### config.mk
export PLATFORM = sky130hd
export DESIGN_NAME = cmdi_top
export DESIGN_NICKNAME = d
export VERILOG_FILES = /design/src/rtl/cmdi_pkg.sv /design/src/rtl/cmdi_byte_buf.sv /design/src/rtl/cmdi_verdict.sv /design/src/rtl/cmdi_packer.sv /design/src/rtl/cmdi_top.sv
export SDC_FILE = /design/constraint.sdc
export NUM_CORES = 1
export LEC_CHECK = 0
export BUFFER_PORTS_ARGS = -buffer_cell sky130_fd_sc_hd__buf_2
export CORE_ASPECT_RATIO = 1.25
export CORE_MARGIN = 5
export CORE_UTILIZATION = 30
export CTS_CLUSTER_DIAMETER = 150
export DETAILED_ROUTE_END_ITERATION = 7
export PLACE_DENSITY = 0.56
export SYNTH_ARGS = -nofsm -noshare
export SYNTH_HDL_FRONTEND = slang
export SYNTH_SLANG_ARGS = --single-unit
### constraint.sdc
create_clock -name clk -period 5.05 [get_ports clk]
set_clock_uncertainty 0.1 [all_clocks]
set_input_delay 1.01 -clock clk [delete_from_list [all_inputs] [get_ports clk]]
set_output_delay 1.01 -clock clk [all_outputs]
set_load 0.005 [all_outputs]
### src/rtl/cmdi_pkg.sv
package cmdi_pkg;
    localparam int CMD_W      = 11;
    localparam int IDX_W      = 6;
    localparam int BIT_RESP   = 6;
    localparam int BIT_LONG   = 7;
    localparam int BIT_PEND   = 9;
    localparam int BIT_EN     = 10;
    localparam int STAT_W     = 8;
    localparam int ST_TIMEOUT = 2;
    localparam int ST_RESP    = 6;
    localparam int ST_SENT    = 7;

    typedef enum logic [2:0] {
        S_IDLE,
        S_ISSUE,
        S_WAIT,
        S_JUDGE,
        S_FINISH
    } cmdi_state_e;

    typedef enum logic [1:0] {
        V_NONE,
        V_RESP,
        V_SENT,
        V_TIMEOUT
    } cmdi_verdict_e;
endpackage

### src/rtl/cmdi_byte_buf.sv
module cmdi_byte_buf #(
    parameter int MAX_BYTES = 16,
    parameter int CNT_W     = 6
) (
    input  logic                      clk,
    input  logic                      rst_n,
    input  logic                      clr,
    input  logic                      wr_en,
    input  logic [7:0]                wr_byte,
    output logic [MAX_BYTES-1:0][7:0] bytes,
    output logic [CNT_W-1:0]          count
);
    localparam logic [CNT_W-1:0] CNT_SAT = '1;

    always_ff @(posedge clk or negedge rst_n) begin
        if (!rst_n) begin
            count <= '0;
        end else if (clr) begin
            count <= '0;
        end else if (wr_en && count != CNT_SAT) begin
            count <= count + 1'b1;
        end
    end

    for (genvar i = 0; i < MAX_BYTES; i++) begin : g_lane
        always_ff @(posedge clk or negedge rst_n) begin
            if (!rst_n) begin
                bytes[i] <= '0;
            end else if (wr_en && count == CNT_W'(i)) begin
                bytes[i] <= wr_byte;
            end
        end
    end

    // the byte count only grows between clears
    assert_count_monotonic_R11: assert property (@(posedge clk) disable iff (!rst_n)
        !clr |=> count >= $past(count));
endmodule

### src/rtl/cmdi_verdict.sv
module cmdi_verdict
    import cmdi_pkg::*;
#(
    parameter int CNT_W     = 6,
    parameter int SHORT_LEN = 4,
    parameter int LONG_LEN  = 16
) (
    input  logic             card_err,
    input  logic             want_resp,
    input  logic             want_long,
    input  logic [CNT_W-1:0] count,
    output cmdi_verdict_e    verdict,
    output logic             is_short
);
    localparam logic [CNT_W-1:0] SHORT_C = CNT_W'(SHORT_LEN);
    localparam logic [CNT_W-1:0] LONG_C  = CNT_W'(LONG_LEN);

    logic bad_len;

    always_comb begin
        is_short = (count == SHORT_C);
        bad_len  = (count == '0) || (want_long && is_short)
                || (!is_short && count != LONG_C);
        if (card_err) begin
            verdict = V_TIMEOUT;
        end else if (!want_resp) begin
            verdict = V_SENT;
        end else if (bad_len) begin
            verdict = V_TIMEOUT;
        end else begin
            verdict = V_RESP;
        end
    end
endmodule

### src/rtl/cmdi_packer.sv
module cmdi_packer #(
    parameter int RSP_WORDS = 4,
    parameter int WORD_W    = 32
) (
    input  logic [RSP_WORDS*(WORD_W/8)-1:0][7:0] bytes,
    input  logic                                 is_short,
    output logic [RSP_WORDS-1:0][WORD_W-1:0]     words
);
    localparam int BPW = WORD_W / 8;

    logic [RSP_WORDS-1:0][WORD_W-1:0] raw;

    for (genvar w = 0; w < RSP_WORDS; w++) begin : g_word
        for (genvar k = 0; k < BPW; k++) begin : g_byte
            assign raw[w][WORD_W-1-8*k -: 8] = bytes[w*BPW + k];
        end
    end

    always_comb begin
        for (int w = 0; w < RSP_WORDS; w++) begin
            words[w] = (is_short && w != 0) ? '0 : raw[w];
        end
        if (!is_short) begin
            words[RSP_WORDS-1][0] = 1'b0;
        end
    end
endmodule

### src/rtl/cmdi_top.sv
module cmdi_top
    import cmdi_pkg::*;
#(
    parameter int ARG_W     = 32,
    parameter int WORD_W    = 32,
    parameter int RSP_WORDS = 4
) (
    input  logic                              clk,
    input  logic                              rst_n,
    input  logic                              arg_wr,
    input  logic [ARG_W-1:0]                  arg_wdata,
    input  logic                              cmd_wr,
    input  logic [CMD_W-1:0]                  cmd_wdata,
    output logic [ARG_W-1:0]                  arg_q,
    output logic [CMD_W-1:0]                  cmd_q,
    output logic                              req_valid,
    output logic [IDX_W-1:0]                  req_index,
    output logic [ARG_W-1:0]                  req_arg,
    input  logic                              rsp_valid,
    input  logic [7:0]                        rsp_byte,
    input  logic                              rsp_done,
    input  logic                              rsp_err,
    output logic [RSP_WORDS-1:0][WORD_W-1:0]  rsp_words,
    output logic                              busy,
    output logic                              cmd_done,
    output logic [STAT_W-1:0]                 stat_set
);
    localparam int BPW       = WORD_W / 8;
    localparam int MAX_BYTES = RSP_WORDS * BPW;
    localparam int CNT_W     = $clog2(MAX_BYTES) + 2;

    cmdi_state_e   state, state_nx;
    cmdi_verdict_e verdict, verdict_q;
    logic          err_q;
    logic          accept;
    logic          is_short;
    logic [CNT_W-1:0]                 count;
    logic [MAX_BYTES-1:0][7:0]        bytes;
    logic [RSP_WORDS-1:0][WORD_W-1:0] packed_words;

    assign accept    = cmd_wr && !busy;
    assign req_index = cmd_q[IDX_W-1:0];
    assign req_arg   = arg_q;

    cmdi_byte_buf #(.MAX_BYTES(MAX_BYTES), .CNT_W(CNT_W)) u_buf (
        .clk(clk), .rst_n(rst_n),
        .clr(state == S_ISSUE),
        .wr_en(state == S_WAIT && rsp_valid),
        .wr_byte(rsp_byte),
        .bytes(bytes), .count(count)
    );

    cmdi_verdict #(.CNT_W(CNT_W), .SHORT_LEN(BPW), .LONG_LEN(MAX_BYTES)) u_verdict (
        .card_err(err_q),
        .want_resp(cmd_q[BIT_RESP]),
        .want_long(cmd_q[BIT_LONG]),
        .count(count),
        .verdict(verdict),
        .is_short(is_short)
    );

    cmdi_packer #(.RSP_WORDS(RSP_WORDS), .WORD_W(WORD_W)) u_pack (
        .bytes(bytes), .is_short(is_short), .words(packed_words)
    );

    // next-state logic
    always_comb begin
        state_nx = state;
        unique case (state)
            S_IDLE, S_FINISH: begin
                if (accept && cmd_wdata[BIT_EN] && !cmd_wdata[BIT_PEND]) state_nx = S_ISSUE;
                else state_nx = S_IDLE;
            end
            S_ISSUE:  state_nx = S_WAIT;
            S_WAIT:   if (rsp_done) state_nx = S_JUDGE;
            S_JUDGE:  state_nx = S_FINISH;
            default:  state_nx = S_IDLE;
        endcase
    end

    // state register
    always_ff @(posedge clk or negedge rst_n) begin
        if (!rst_n) state <= S_IDLE;
        else        state <= state_nx;
    end

    // datapath registers
    always_ff @(posedge clk or negedge rst_n) begin
        if (!rst_n) begin
            arg_q     <= '0;
            cmd_q     <= '0;
            err_q     <= 1'b0;
            verdict_q <= V_NONE;
            rsp_words <= '0;
        end else begin
            if (arg_wr) arg_q <= arg_wdata;
            if (accept) begin
                cmd_q <= cmd_wdata;
                if (cmd_wdata[BIT_PEND]) cmd_q[BIT_EN] <= 1'b0;
            end else if (state == S_JUDGE) begin
                cmd_q[BIT_EN] <= 1'b0;
            end
            if (state == S_WAIT && rsp_done) err_q <= rsp_err;
            if (state == S_JUDGE) begin
                verdict_q <= verdict;
                if (verdict == V_RESP) rsp_words <= packed_words;
            end
        end
    end

    // outputs from state
    always_comb begin
        req_valid = 1'b0;
        busy      = 1'b0;
        cmd_done  = 1'b0;
        stat_set  = '0;
        unique case (state)
            S_IDLE:  ;
            S_ISSUE: begin req_valid = 1'b1; busy = 1'b1; end
            S_WAIT:  busy = 1'b1;
            S_JUDGE: busy = 1'b1;
            S_FINISH: begin
                cmd_done = 1'b1;
                unique case (verdict_q)
                    V_RESP:    stat_set[ST_RESP]    = 1'b1;
                    V_SENT:    stat_set[ST_SENT]    = 1'b1;
                    V_TIMEOUT: stat_set[ST_TIMEOUT] = 1'b1;
                    default:   ;
                endcase
            end
            default: ;
        endcase
    end

    // a request only follows a command write
    assert_req_after_write_R1: assert property (@(posedge clk) disable iff (!rst_n)
        req_valid |-> $past(cmd_wr));
    // enable bit reads clear at completion
    assert_enable_cleared_R2: assert property (@(posedge clk) disable iff (!rst_n)
        cmd_done |-> !cmd_q[BIT_EN]);
    // accepted reply never shows bit 0 of the last word set
    assert_last_lsb_zero_R6: assert property (@(posedge clk) disable iff (!rst_n)
        (cmd_done && stat_set[ST_RESP] && !$stable(rsp_words[1])) |-> !rsp_words[RSP_WORDS-1][0]);
    // exactly one status bit with completion, none otherwise
    assert_one_status_R7: assert property (@(posedge clk) disable iff (!rst_n)
        cmd_done |-> $countones(stat_set) == 1);
    assert_no_stray_status_R7: assert property (@(posedge clk) disable iff (!rst_n)
        !cmd_done |-> stat_set == '0);
    // a timeout leaves the response words alone
    assert_timeout_keeps_words_R8: assert property (@(posedge clk) disable iff (!rst_n)
        (cmd_done && stat_set[ST_TIMEOUT]) |-> $stable(rsp_words));
    // writes while busy do not alter the stored command fields
    assert_busy_ignores_write_R9: assert property (@(posedge clk) disable iff (!rst_n)
        (busy && cmd_wr) |=> cmd_q[BIT_PEND:0] == $past(cmd_q[BIT_PEND:0]));
endmodule

==> implementation parameters, run 1 <==
Parameter                              Value

Run status
  Outcome ... finished clean

Synthesis
  Synth async-reset ratio ... 100%
  Predominant post-synthesis flop cell ... sky130_fd_sc_hd__dfrtp_1
  Synthesized area per cell ... 15.3 sq um
  Number of enable-type register cells in the synthesized netlist ... 0
  Cells after synthesis ... 785
  Post-synthesis cell area ... 0.0120 sq mm
  Yosys warnings ... 0
  Count of state elements after synthesis ... 310
  Synth top area cells ... sky130_fd_sc_hd__dfrtp_1, sky130_fd_sc_hd__mux2_2, sky130_fd_sc_hd__a22o_1, sky130_fd_sc_hd__buf_4, sky130_fd_sc_hd__mux2_4
  Cell type with the largest total area after synthesis ... sky130_fd_sc_hd__dfrtp_1
  Part of the Yosys area used for sequential elements ... 64.7%
  Distinct cell type count of the synthesized netlist ... 39
  Most used standard cell by instance count after synthesis ... sky130_fd_sc_hd__dfrtp_1
  Proportion of netlist area held by the largest area contributor ... 64.7%
  Synth cell count leaders ... sky130_fd_sc_hd__dfrtp_1, sky130_fd_sc_hd__mux2_2, sky130_fd_sc_hd__a22o_1, sky130_fd_sc_hd__buf_4, sky130_fd_sc_hd__clkbuf_1

Floorplan
  Initial standard-cell utilization of the core ... 30.5%
  IO Pins ... 278
  Width of the die ... 189 microns
  Core region area ... 0.0393 sq mm
  Full die area ... 0.0441 sq mm
  Count of standard-cell rows ... 81
  Y dimension of the die ... 233 microns

Power and ir drop
  Highest ir drop seen on vdd ... 0.000202 V
  Leakage power of the design ... 7.72 nW
  PD cells ... 444 mW/mm^2

Routing
  Routed via count ... 7,175
  Antenna-violating nets left ... 0
  Remaining routing DRC violations ... 0
  Vias/cell ... 4.67
  Total length of routed wires ... 30.3 mm
  First-pass iteration count of the detailed router ... 6
  Avg WL per Cell ... 19.7 microns
  DRC violation total after the first TritonRoute iteration ... 280

Setup path
  Critical Path AT ... 2140 ps
  Sort of element at the end of the critical path ... primary output
  R2r startpoint ... u_buf.count[0]$_DFFE_PN0P_
  Worst reg2reg setup slack ... 1870 ps
  Startpoint Class ... register
  Kind of critical path ... reg -> out
  Required time worst endpoint ... 3940 ps
  Critical path fanouts, max ... 7
  Endpoint of the lowest-slack register-to-register path ... rsp_words[7]$_DFFE_PN0P_
  FF-to-FF path depth ... 6

Worst hold path
  Hold Path Class ... reg -> reg
  Beginning of the worst hold path ... u_buf.bytes[37]$_DFFE_PN0P_
  Hold endpoint ... rsp_words[61]$_DFFE_PN0P_
  Min-Delay Path Depth ... 1

Layout
  Area growth, synth to finish ... 22.2%
  Antenna cells ... 0
  Fraction of layout cells with a size suffix above 1 ... 51.7%
  Number of nets in the final layout ... 1,077

CTS
  Post-CTS Hold Buffers ... 0
  Post-CTS sizing ... 0
  Number of levels in the clock H-tree ... 2
  Clock Path Buffers ... 3
  Clock Sinks ... 310
  Clock buffer count from CTS ... 35
  Clk Tree Root Cell ... sky130_fd_sc_hd__clkbuf_16
  Postcts setup bufs ... 0
  Clock Pin Slew Worst Setup and Hold Paths ... 60 ps
  Skew-Pair Late Insertion Delay ... 520 ps
  TritonCTS clock tree ... yes

Global routing
  Wire length of the first global-routing pass ... 46.3 mm
  Antenna violations before repair ... 0
  Overflow left after global routing ... 0
  Largest net degree at the start of global routing ... 117
  Total GRT Usage ... 13.5%
  Number of global-route vias before repair ... 7,628

Timing
  Minimum setup slack in the final design ... 1800 ps
  Fraction of the cycle the final worst path needs ... 64.4%
  Setup TNS ... 0 ps
  Slew @ Worst Pin ... 1000 ps
  Relative slew slack ... 33.1%
  Setup repair after global routing missed its margin ... false
  Number of slew-limit violations in the final report ... 0
  Fin Hold WS ... 391 ps
  Clock period minus worst slack ... 3250 ps
  Setup violations, final ... 0
  Maximum clock frequency ... 307 MHz
  Final hold violations ... 0

Placed design
  Port buffer count ... 272
  Placement Setup Slack ... 1720 ps
  Weighted congestion reported at the end of routability-driven placement ... 0.769
  Sum of net half-perimeters after detailed placement ... 19.8 mm

Job
  Count of max-cap constraint violations ... 0
==> flip-flops by register name, indices dropped and copies added (netlist names) <==
signal and count:
u_buf.bytes 127, err_q 1, u_buf.count 6, cmd_q 11
rsp_words 128, state 3, arg_q 32, verdict_q 2
==> layout make-up <==
class	count	area, sq um
flip-flops and latches	310	7760
well taps	498	623
inverters	5	18.8
fillers	3803	24700
repair buffers	278	1440
clock inverters	12	97.6
clock buffers	48	1010
multi-input cells	385	3700
==> critical path: stages (launching register included) <==
cell and delay (ps):
sky130_fd_sc_hd__dfrtp_1 520, sky130_fd_sc_hd__nor3b_1 850, sky130_fd_sc_hd__buf_2 260
==> metrics by stage <==
stage               total power (W)  utilization (%)  area (sq um)  cells
finish                      0.00651             37.2         14600   1536
global route                0.00685             37.2         14600   1536
CTS                         0.00663             37.2         14600   1536
detailed placement          0.00412             34.4         13500   1476
global placement            0.00408             34.4         13500   1476
floorplan                   0.00377                -         12000    789
==> logic make-up (layout without fill, tap and decap cells) <==
family | count (synthesis) | after routing | synth area share, %
buffers and inverters | 94 | 343 | 4.69
other | 1 | 5 | 0.0313
xor gates and xnor gates | 4 | 4 | 0.292
muxes | 204 | 204 | 19.6
AOI/OAI and AO/OA | 104 | 104 | 7.41
and+or+nand+nor | 64 | 64 | 2.87
DFF | 310 | 310 | 64.7
adders and majority gates | 4 | 4 | 0.418
==> power breakdown <==
part,switching [W],internal [W]
logic,0.000378,0.000512
clock network,0.00101,0.00145
registers,0.000261,0.00290
total,0.00165,0.00486
==> how the worst max path moves through the flow <==
stage	start	endpoint	slack, ps	cells after the start
4_1_cts	state[0]$_DFFE_PN0P_	req_valid	1760	2
3_3_place_gp	rsp_valid	u_buf.bytes[1]$_DFFE_PN0P_	1730	5
6_report	state[0]$_DFFE_PN0P_	req_valid	1800	2
5_1_grt	u_buf.count[0]$_DFFE_PN0P_	rsp_words[7]$_DFFE_PN0P_	1640	6
2_1_floorplan	rsp_valid	u_buf.bytes[10]$_DFFE_PN0P_	2550	6
3_5_place_dp	rsp_valid	u_buf.bytes[1]$_DFFE_PN0P_	1720	5
==> cell usage in the layout, fill, tap and decap left out, types with 2 or more instances in the layout <==
master and n:
sky130_fd_sc_hd__dfrtp_1 310, sky130_fd_sc_hd__mux2i_1 2, sky130_fd_sc_hd__mux2_4 13, sky130_fd_sc_hd__buf_12 2
sky130_fd_sc_hd__and3_1 6, sky130_fd_sc_hd__nor3b_1 3, sky130_fd_sc_hd__buf_4 4, sky130_fd_sc_hd__nand3_1 6
sky130_fd_sc_hd__and2_1 3, sky130_fd_sc_hd__inv_1 5, sky130_fd_sc_hd__nor2_1 14, sky130_fd_sc_hd__o21a_1 2
sky130_fd_sc_hd__a22o_1 95, sky130_fd_sc_hd__clkbuf_8 4, sky130_fd_sc_hd__nor2b_1 2, sky130_fd_sc_hd__o21ai_0 3
sky130_fd_sc_hd__clkinv_2 8, sky130_fd_sc_hd__mux2_2 189, sky130_fd_sc_hd__nand4_1 2, sky130_fd_sc_hd__buf_2 271
sky130_fd_sc_hd__clkbuf_1 7, sky130_fd_sc_hd__nand2_1 17, sky130_fd_sc_hd__xnor2_1 3, sky130_fd_sc_hd__clkbuf_16 37
sky130_fd_sc_hd__conb_1 5, sky130_fd_sc_hd__ha_1 4, sky130_fd_sc_hd__nor3_1 2
==> layer usage <==
layer / vias up / wire [microns] / track usage [%]
met4: 0 / 811 / 4.51
met3: 50 / 1430 / 2.69
li1: 3221 / - / -
met5: - / 0 / 0
met2: 196 / 15300 / 23.3
met1: 3708 / 12800 / 17.1
(Power assumes the default switching activity.)
==> run 2: changes to the inputs <==
--- a/config.mk
+++ b/config.mk
@@ -5,13 +5,14 @@
 export SDC_FILE = /design/constraint.sdc
 export NUM_CORES = 1
 export LEC_CHECK = 0
+export ABC_AREA = 1
 export BUFFER_PORTS_ARGS = -buffer_cell sky130_fd_sc_hd__buf_2
 export CORE_ASPECT_RATIO = 1.25
 export CORE_MARGIN = 5
 export CORE_UTILIZATION = 30
 export CTS_CLUSTER_DIAMETER = 150
 export DETAILED_ROUTE_END_ITERATION = 7
-export PLACE_DENSITY = 0.56
+export PLACE_DENSITY = 0.55
 export SYNTH_ARGS = -nofsm -noshare
 export SYNTH_HDL_FRONTEND = slang
 export SYNTH_SLANG_ARGS = --single-unit
==> constraint.sdc (replaced) <==
create_clock -name clk -period 3.4 [get_ports clk]
set_clock_uncertainty 0.1 [all_clocks]
set_input_delay 0.68 -clock clk [delete_from_list [all_inputs] [get_ports clk]]
set_output_delay 0.68 -clock clk [all_outputs]
set_load 0.005 [all_outputs]
==> implementation parameters, run 2 <==
Parameter                              Value

Global routing
  Wire length of the first global-routing pass ... 57.0 mm
  Overflow left after global routing ... 0
  Antenna violations before repair ... 0
  Largest net degree at the start of global routing ... 90
  Number of global-route vias before repair ... 9,903
  Total GRT Usage ... 15.0%

Synthesis
  Count of state elements after synthesis ... 310
  Post-synthesis cell area ... 0.0129 sq mm
  Cells after synthesis ... 1,450
  Synth async-reset ratio ... 100%
  Synthesized area per cell ... 8.88 sq um
  Synth cell count leaders ... sky130_fd_sc_hd__nand2_1, sky130_fd_sc_hd__dfrtp_1, sky130_fd_sc_hd__o21ai_0, sky130_fd_sc_hd__inv_1, sky130_fd_sc_hd__nor2_1
  Distinct cell type count of the synthesized netlist ... 24
  Most used standard cell by instance count after synthesis ... sky130_fd_sc_hd__nand2_1
  Cell type with the largest total area after synthesis ... sky130_fd_sc_hd__dfrtp_1
  Yosys warnings ... 0
  Synth top area cells ... sky130_fd_sc_hd__dfrtp_1, sky130_fd_sc_hd__nand2_1, sky130_fd_sc_hd__o21ai_0, sky130_fd_sc_hd__inv_1, sky130_fd_sc_hd__nor2_1
  Proportion of netlist area held by the largest area contributor ... 60.2%
  Part of the Yosys area used for sequential elements ... 60.2%
  Number of enable-type register cells in the synthesized netlist ... 0
  Predominant post-synthesis flop cell ... sky130_fd_sc_hd__dfrtp_1

Routing
  Vias/cell ... 4.39
  DRC violation total after the first TritonRoute iteration ... 471
  Remaining routing DRC violations ... 0
  Routed via count ... 9,860
  First-pass iteration count of the detailed router ... 5
  Antenna-violating nets left ... 0
  Total length of routed wires ... 35.5 mm
  Avg WL per Cell ... 15.8 microns

Floorplan
  Full die area ... 0.0472 sq mm
  Count of standard-cell rows ... 85
  Initial standard-cell utilization of the core ... 30.1%
  Width of the die ... 195 microns
  IO Pins ... 278
  Y dimension of the die ... 242 microns
  Core region area ... 0.0428 sq mm

Worst hold path
  Hold Path Class ... in -> async

Setup path
  Required time worst endpoint ... 3700 ps
  R2r startpoint ... state[0]$_DFFE_PN0P_
  Ordered list of cells on the worst path ... inv_1 -> nand3_1 -> nor2_2 -> nand4_1 -> o21ai_0
  Critical Path Source ... state[0]$_DFFE_PN0P_
  Cell family contributing the most delay on the critical path ... simple AND/OR/NAND/NOR gates
  Critical path fanouts, max ... 16
  Critical Path AT ... 2780 ps
  Kind of critical path ... reg -> reg
  Critical Path Max Stage Delay ... 660 ps
  Critical path buffers and inverters ... 1
  Slowest cell on the critical path ... sky130_fd_sc_hd__nand4_1
  Startpoint Class ... register
  Sort of element at the end of the critical path ... register

CTS
  Clock buffer count from CTS ... 35
  TritonCTS clock tree ... yes
  Clk Tree Root Cell ... sky130_fd_sc_hd__clkbuf_16
  Post-CTS Hold Buffers ... 0
  Postcts setup bufs ... 0
  Clock Path Buffers ... 3
  Clock Sinks ... 310
  Number of levels in the clock H-tree ... 2
  Skew-Pair Late Insertion Delay ... 520 ps
  Post-CTS sizing ... 0
  Clock Pin Slew Worst Setup and Hold Paths ... 60 ps

Layout
  Filler instances ... 4,443
  Commonest non-fill, non-tap cells in the layout ... sky130_fd_sc_hd__nand2_1, sky130_fd_sc_hd__dfrtp_1, sky130_fd_sc_hd__buf_2
  Fraction of layout cells with a size suffix above 1 ... 22.9%
  Area growth, synth to finish ... 21.4%
  Register with the most flip-flops ... rsp_words
  Most common library cell in the layout ignoring fill and taps ... sky130_fd_sc_hd__nand2_1
  Total non-filler cell area in the finished layout ... 0.0156 sq mm
  Number of nets in the final layout ... 1,725
  Largest registers ranked by flip-flop count ... rsp_words x128, u_buf.bytes x127, arg_q x32
  Number of flip-flops in the largest register ... 128
  Final core utilization ... 36.6%

Placed design
  Weighted congestion reported at the end of routability-driven placement ... 0.838
  Port buffer count ... 272
  Placed Instance Area ... 0.0145 sq mm
  Placement Setup Slack ... 710 ps
  Sum of net half-perimeters after detailed placement ... 23.6 mm

Timing
  Maximum clock frequency ... 403 MHz
  Number of slew-limit violations in the final report ... 0
  Final hold violations ... 0
  Relative slew slack ... 29.8%
  Clock period minus worst slack ... 2480 ps
  Setup TNS ... 0 ps
  Fraction of the cycle the final worst path needs ... 73.1%
  Setup violations, final ... 0
  Setup repair after global routing missed its margin ... false
  Fin Hold WS ... 60.1 ps
  Minimum setup slack in the final design ... 916 ps
  Slew @ Worst Pin ... 1050 ps

Job
  Count of max-cap constraint violations ... 0

Run status
  Outcome ... finished clean

Power and ir drop
  Highest ir drop seen on vdd ... 0.000369 V
  PD cells ... 615 mW/mm^2
  Leakage power of the design ... 8.41 nW
==> run 2: routing by layer <==
metal	GRT usage, %	vias to the layer above	part of all wire, %
met5	0	-	0
met4	3.92	0	2.1
met3	3.20	49	6.4
met2	26.2	285	50
met1	18.8	4646	41
li1	-	4880	-
==> run 2: layout make-up <==
type | instances | area (sq um) | area share (%)
flip-flops and latches | 310 | 7760 | 49.6
repair buffers | 292 | 1560 | 9.97
diodes | 1 | 2.50 | 0.0160
clock inverters | 6 | 82.6 | 0.528
multi-input cells | 894 | 3990 | 25.5
inverters | 130 | 489 | 3.13
well taps | 565 | 707 | 4.52
clock buffers | 50 | 1040 | 6.68
==> run 2: worst register-to-register path: stages, from the launching register on <==
cell and delay, ps:
sky130_fd_sc_hd__dfrtp_1 390, sky130_fd_sc_hd__inv_1 80, sky130_fd_sc_hd__nand3_1 120, sky130_fd_sc_hd__nor2_2 590, sky130_fd_sc_hd__nand4_1 660, sky130_fd_sc_hd__o21ai_0 420
==> run 2: stage by stage <==
step | std cells | power, W
3_3_place_gp | 2191 | 0.00594
2_1_floorplan | 1454 | 0.00541
6_report | 2248 | 0.00962
3_5_place_dp | 2191 | 0.00597
5_1_grt | 2247 | 0.0102
4_1_cts | 2247 | 0.00979
==> run 2: path summary, 6_finish.rpt <==
check | endpoint | slack (ps) | cells past startpoint
setup / recovery | u_buf.bytes[75]$_DFFE_PN0P_ | 920 | 5
setup reg to reg | u_buf.bytes[75]$_DFFE_PN0P_ | 920 | 5
max in group asynchronous | rsp_words[61]$_DFFE_PN0P_ | 2150 | 2
min in group clk | cmd_q[5]$_DFFE_PN0P_ | 250 | 3
hold / removal | cmd_q[0]$_DFFE_PN0P_ | 60 | 1
hold reg to reg | rsp_words[74]$_DFFE_PN0P_ | 360 | 2
==> run 2: cell families (layout without fill, tap and decap cells) <==
family	count (synthesis)	count (layout)	share of synthesized area [%]
other	1	6	0.0291
muxes	32	32	2.80
and+or+nand+nor	711	711	21.9
AOI/OAI and AO/OA	139	139	5.42
adders and majority gates	4	4	0.389
xor gates and xnor gates	3	3	0.204
buffers and inverters	250	478	8.99
DFF	310	310	60.2
==> run 2: power by group <==
part	internal [W]	switching, W	total (W)	leakage, nW
logic	0.000507	0.000942	0.00145	3.66
registers	0.00413	0.000287	0.00442	4.19
clock network	0.00227	0.00148	0.00375	0.554
==> run 3: changes to the inputs <==
--- a/config.mk
+++ b/config.mk
@@ -12,7 +12,7 @@
 export CORE_UTILIZATION = 30
 export CTS_CLUSTER_DIAMETER = 150
 export DETAILED_ROUTE_END_ITERATION = 7
-export PLACE_DENSITY = 0.55
+export PLACE_DENSITY = 0.57
 export SYNTH_ARGS = -nofsm -noshare
 export SYNTH_HDL_FRONTEND = slang
 export SYNTH_SLANG_ARGS = --single-unit
==> constraint.sdc (replaced) <==
create_clock -name clk -period 2.1 [get_ports clk]
set_clock_uncertainty 0.1 [all_clocks]
set_input_delay 0.42 -clock clk [delete_from_list [all_inputs] [get_ports clk]]
set_output_delay 0.42 -clock clk [all_outputs]
set_load 0.005 [all_outputs]
==> implementation parameters, run 3 (synthesis results as in run 2) <==
Parameter                              Value

Job
  Count of max-cap constraint violations ... 0

Setup path
  Endpoint of the lowest-slack register-to-register path ... u_buf.bytes[102]$_DFFE_PN0P_
  Startpoint Class ... register
  Ordered list of cells on the worst path ... inv_2 -> nand2_4 -> nor2_4 -> inv_2 -> nor3_2 -> buf_2
  FF-to-FF path depth ... 7
  Worst path most repeated cell ... sky130_fd_sc_hd__inv_2
  Worst reg2reg setup slack ... 140 ps
  Required time worst endpoint ... 1580 ps
  Critical Path AT ... 1550 ps
  Slowest cell on the critical path ... sky130_fd_sc_hd__dfrtp_1
  Kind of critical path ... reg -> out
  Critical path fanouts, max ... 3
  Sort of element at the end of the critical path ... primary output
  Critical Path Max Stage Delay ... 400 ps
  R2r startpoint ... u_buf.count[1]$_DFFE_PN0P_

Floorplan
  Full die area ... 0.0472 sq mm
  Initial standard-cell utilization of the core ... 30.1%
  Core region area ... 0.0428 sq mm
  Y dimension of the die ... 242 microns
  Width of the die ... 195 microns
  IO Pins ... 278
  Count of standard-cell rows ... 85

Layout
  Count of placed standard cells in the final layout, fillers left out ... 2,332
  Antenna cells ... 0
  Number of nets in the final layout ... 1,804
  Filler instances ... 4,329
  Number of flip-flops in the largest register ... 128
  Register with the most flip-flops ... rsp_words
  Fraction of layout cells with a size suffix above 1 ... 24.7%
  FF/Latch Area ... 0.00776 sq mm
  Commonest non-fill, non-tap cells in the layout ... sky130_fd_sc_hd__nand2_1, sky130_fd_sc_hd__dfrtp_1, sky130_fd_sc_hd__buf_2
  Area growth, synth to finish ... 28.3%
  Final core utilization ... 38.6%
  Multi-input logic area ... 0.00403 sq mm
  Most common library cell in the layout ignoring fill and taps ... sky130_fd_sc_hd__nand2_1
  Largest registers ranked by flip-flop count ... rsp_words x128, u_buf.bytes x127, arg_q x32

Power and ir drop
  Clock share of power ... 36.6%
  Highest ir drop seen on vdd ... 0.000629 V
  Leakage power of the design ... 8.81 nW
  PD cells ... 937 mW/mm^2
  Register share of total power ... 46.2%
  Switching part of the total ... 28.6%
  Combinational cell fraction of total power ... 17.3%
  Net switching power of the design ... 0.00442 W
  Internal power ... 0.0111 W

Global routing
  Wire length of the first global-routing pass ... 58.4 mm
  Overflow left after global routing ... 0
  Largest net degree at the start of global routing ... 67
  Number of global-route vias before repair ... 10,490
  Total GRT Usage ... 15.0%
  Antenna violations before repair ... 0

CTS
  Clock Path Buffers ... 3
  Number of levels in the clock H-tree ... 1
  Clock buffer count from CTS ... 31
  Clock Pin Slew Worst Setup and Hold Paths ... 70 ps
  TritonCTS clock tree ... yes
  Clk Tree Root Cell ... sky130_fd_sc_hd__clkbuf_16
  Skew-Pair Late Insertion Delay ... 560 ps
  Clock Sinks ... 310

Routing
  DRC violation total after the first TritonRoute iteration ... 435
  Vias/cell ... 4.36
  First-pass iteration count of the detailed router ... 5
  Total length of routed wires ... 36.7 mm
  Remaining routing DRC violations ... 0
  Antenna-violating nets left ... 0
  Avg WL per Cell ... 15.7 microns
  Routed via count ... 10,176

Timing
  Relative slew slack ... 64.4%
  Final hold violations ... 0
  Setup repair after global routing missed its margin ... true
  Setup violations, final ... 0
  Fraction of the cycle the final worst path needs ... 98.3%
  Slew @ Worst Pin ... 533 ps
  Setup TNS ... 0 ps
  Minimum setup slack in the final design ... 34.7 ps
  Clock period minus worst slack ... 2070 ps
  Number of slew-limit violations in the final report ... 0
  Maximum clock frequency ... 484 MHz

Worst hold path
  Hold endpoint ... arg_q[15]$_DFFE_PN0P_
  Hold Path Class ... in -> reg
  Beginning of the worst hold path ... arg_wdata[15]
  Min-Delay Path Depth ... 2

Run status
  Outcome ... finished clean

Placed design
  Post-placement cell count ... 2,220
  Placement Setup Slack ... 22.7 ps
  Sum of net half-perimeters after detailed placement ... 23.8 mm
  Port buffer count ... 272
  Weighted congestion reported at the end of routability-driven placement ... 0.842
-- run 3: critical path: cells and delay by family (launching register included) --
family | cells | cell delay (ps)
buffers and inverters | 3 | 290
DFF | 1 | 400
and+or+nand+nor | 3 | 280
-- run 3: what timing repair did --
item,in CTS,in global routing
hold endpoints to repair,274,0
setup endpoints to repair,4,101
buffers inserted,3,3
pin swaps,1,3
cloned,0,3
resized for setup,5,13
hold buffers,46,0
-- run 3: power by group through the flow --
| stage | clock, W | combinational, W | sequential [W] |
|---|---|---|---|
| floorplan | 0 | 0.00160 | 0.00715 |
| global placement | 0 | 0.00248 | 0.00721 |
| detailed placement | 0 | 0.00252 | 0.00723 |
| CTS | 0.00588 | 0.00263 | 0.00714 |
| global route | 0.00607 | 0.00307 | 0.00724 |
| finish | 0.00566 | 0.00268 | 0.00715 |
-- run 3: how the worst max path moves through the flow --
| stage | start | end | slack (ps) | cells past startpoint |
|---|---|---|---|---|
| 2_1_floorplan | u_buf.count[0]$_DFFE_PN0P_ | rsp_words[32]$_DFFE_PN0P_ | 230 | 11 |
| 4_1_cts | state[2]$_DFFE_PN0P_ | req_valid | -110 | 4 |
| 5_1_grt | state[1]$_DFFE_PN0P_ | stat_set[6] | -60 | 6 |
| 6_report | state[1]$_DFFE_PN0P_ | stat_set[6] | 30 | 6 |
| 3_3_place_gp | u_buf.count[0]$_DFFE_PN0P_ | rsp_words[28]$_DFFE_PN0P_ | 80 | 9 |
| 3_5_place_dp | u_buf.count[0]$_DFFE_PN0P_ | rsp_words[15]$_DFFE_PN0P_ | 20 | 9 |
-- run 3: cell type report --
| type | count | area share, % |
|---|---|---|
| clock inverters | 15 | 0.954 |
| multi-input cells | 894 | 24.4 |
| repair buffers | 375 | 15.0 |
| inverters | 130 | 2.96 |
| clock buffers | 43 | 5.39 |
| well taps | 565 | 4.28 |
| flip-flops and latches | 310 | 47.0 |
-- run 3: stage by stage --
step / power (W) / hold slack, ps / cell area, sq um
after global routing: 0.0164 / 15.4 / 16500
after floorplan: 0.00876 / 24.4 / 12900
final: 0.0155 / 43.2 / 16500
after detailed placement: 0.00976 / 219 / 14800
after global placement: 0.00969 / 217 / 14800
after CTS: 0.0157 / 6.17 / 16400
-- run 3: layer usage --
layer / wire (microns) / global-route usage (%) / vias up
met3: 2020 / 2.63 / 46
met1: 15200 / 18.4 / 4825
li1: - / - / 5036
met5: 0 / 0 / -
met4: 777 / 4.13 / 0
met2: 18700 / 27.1 / 269
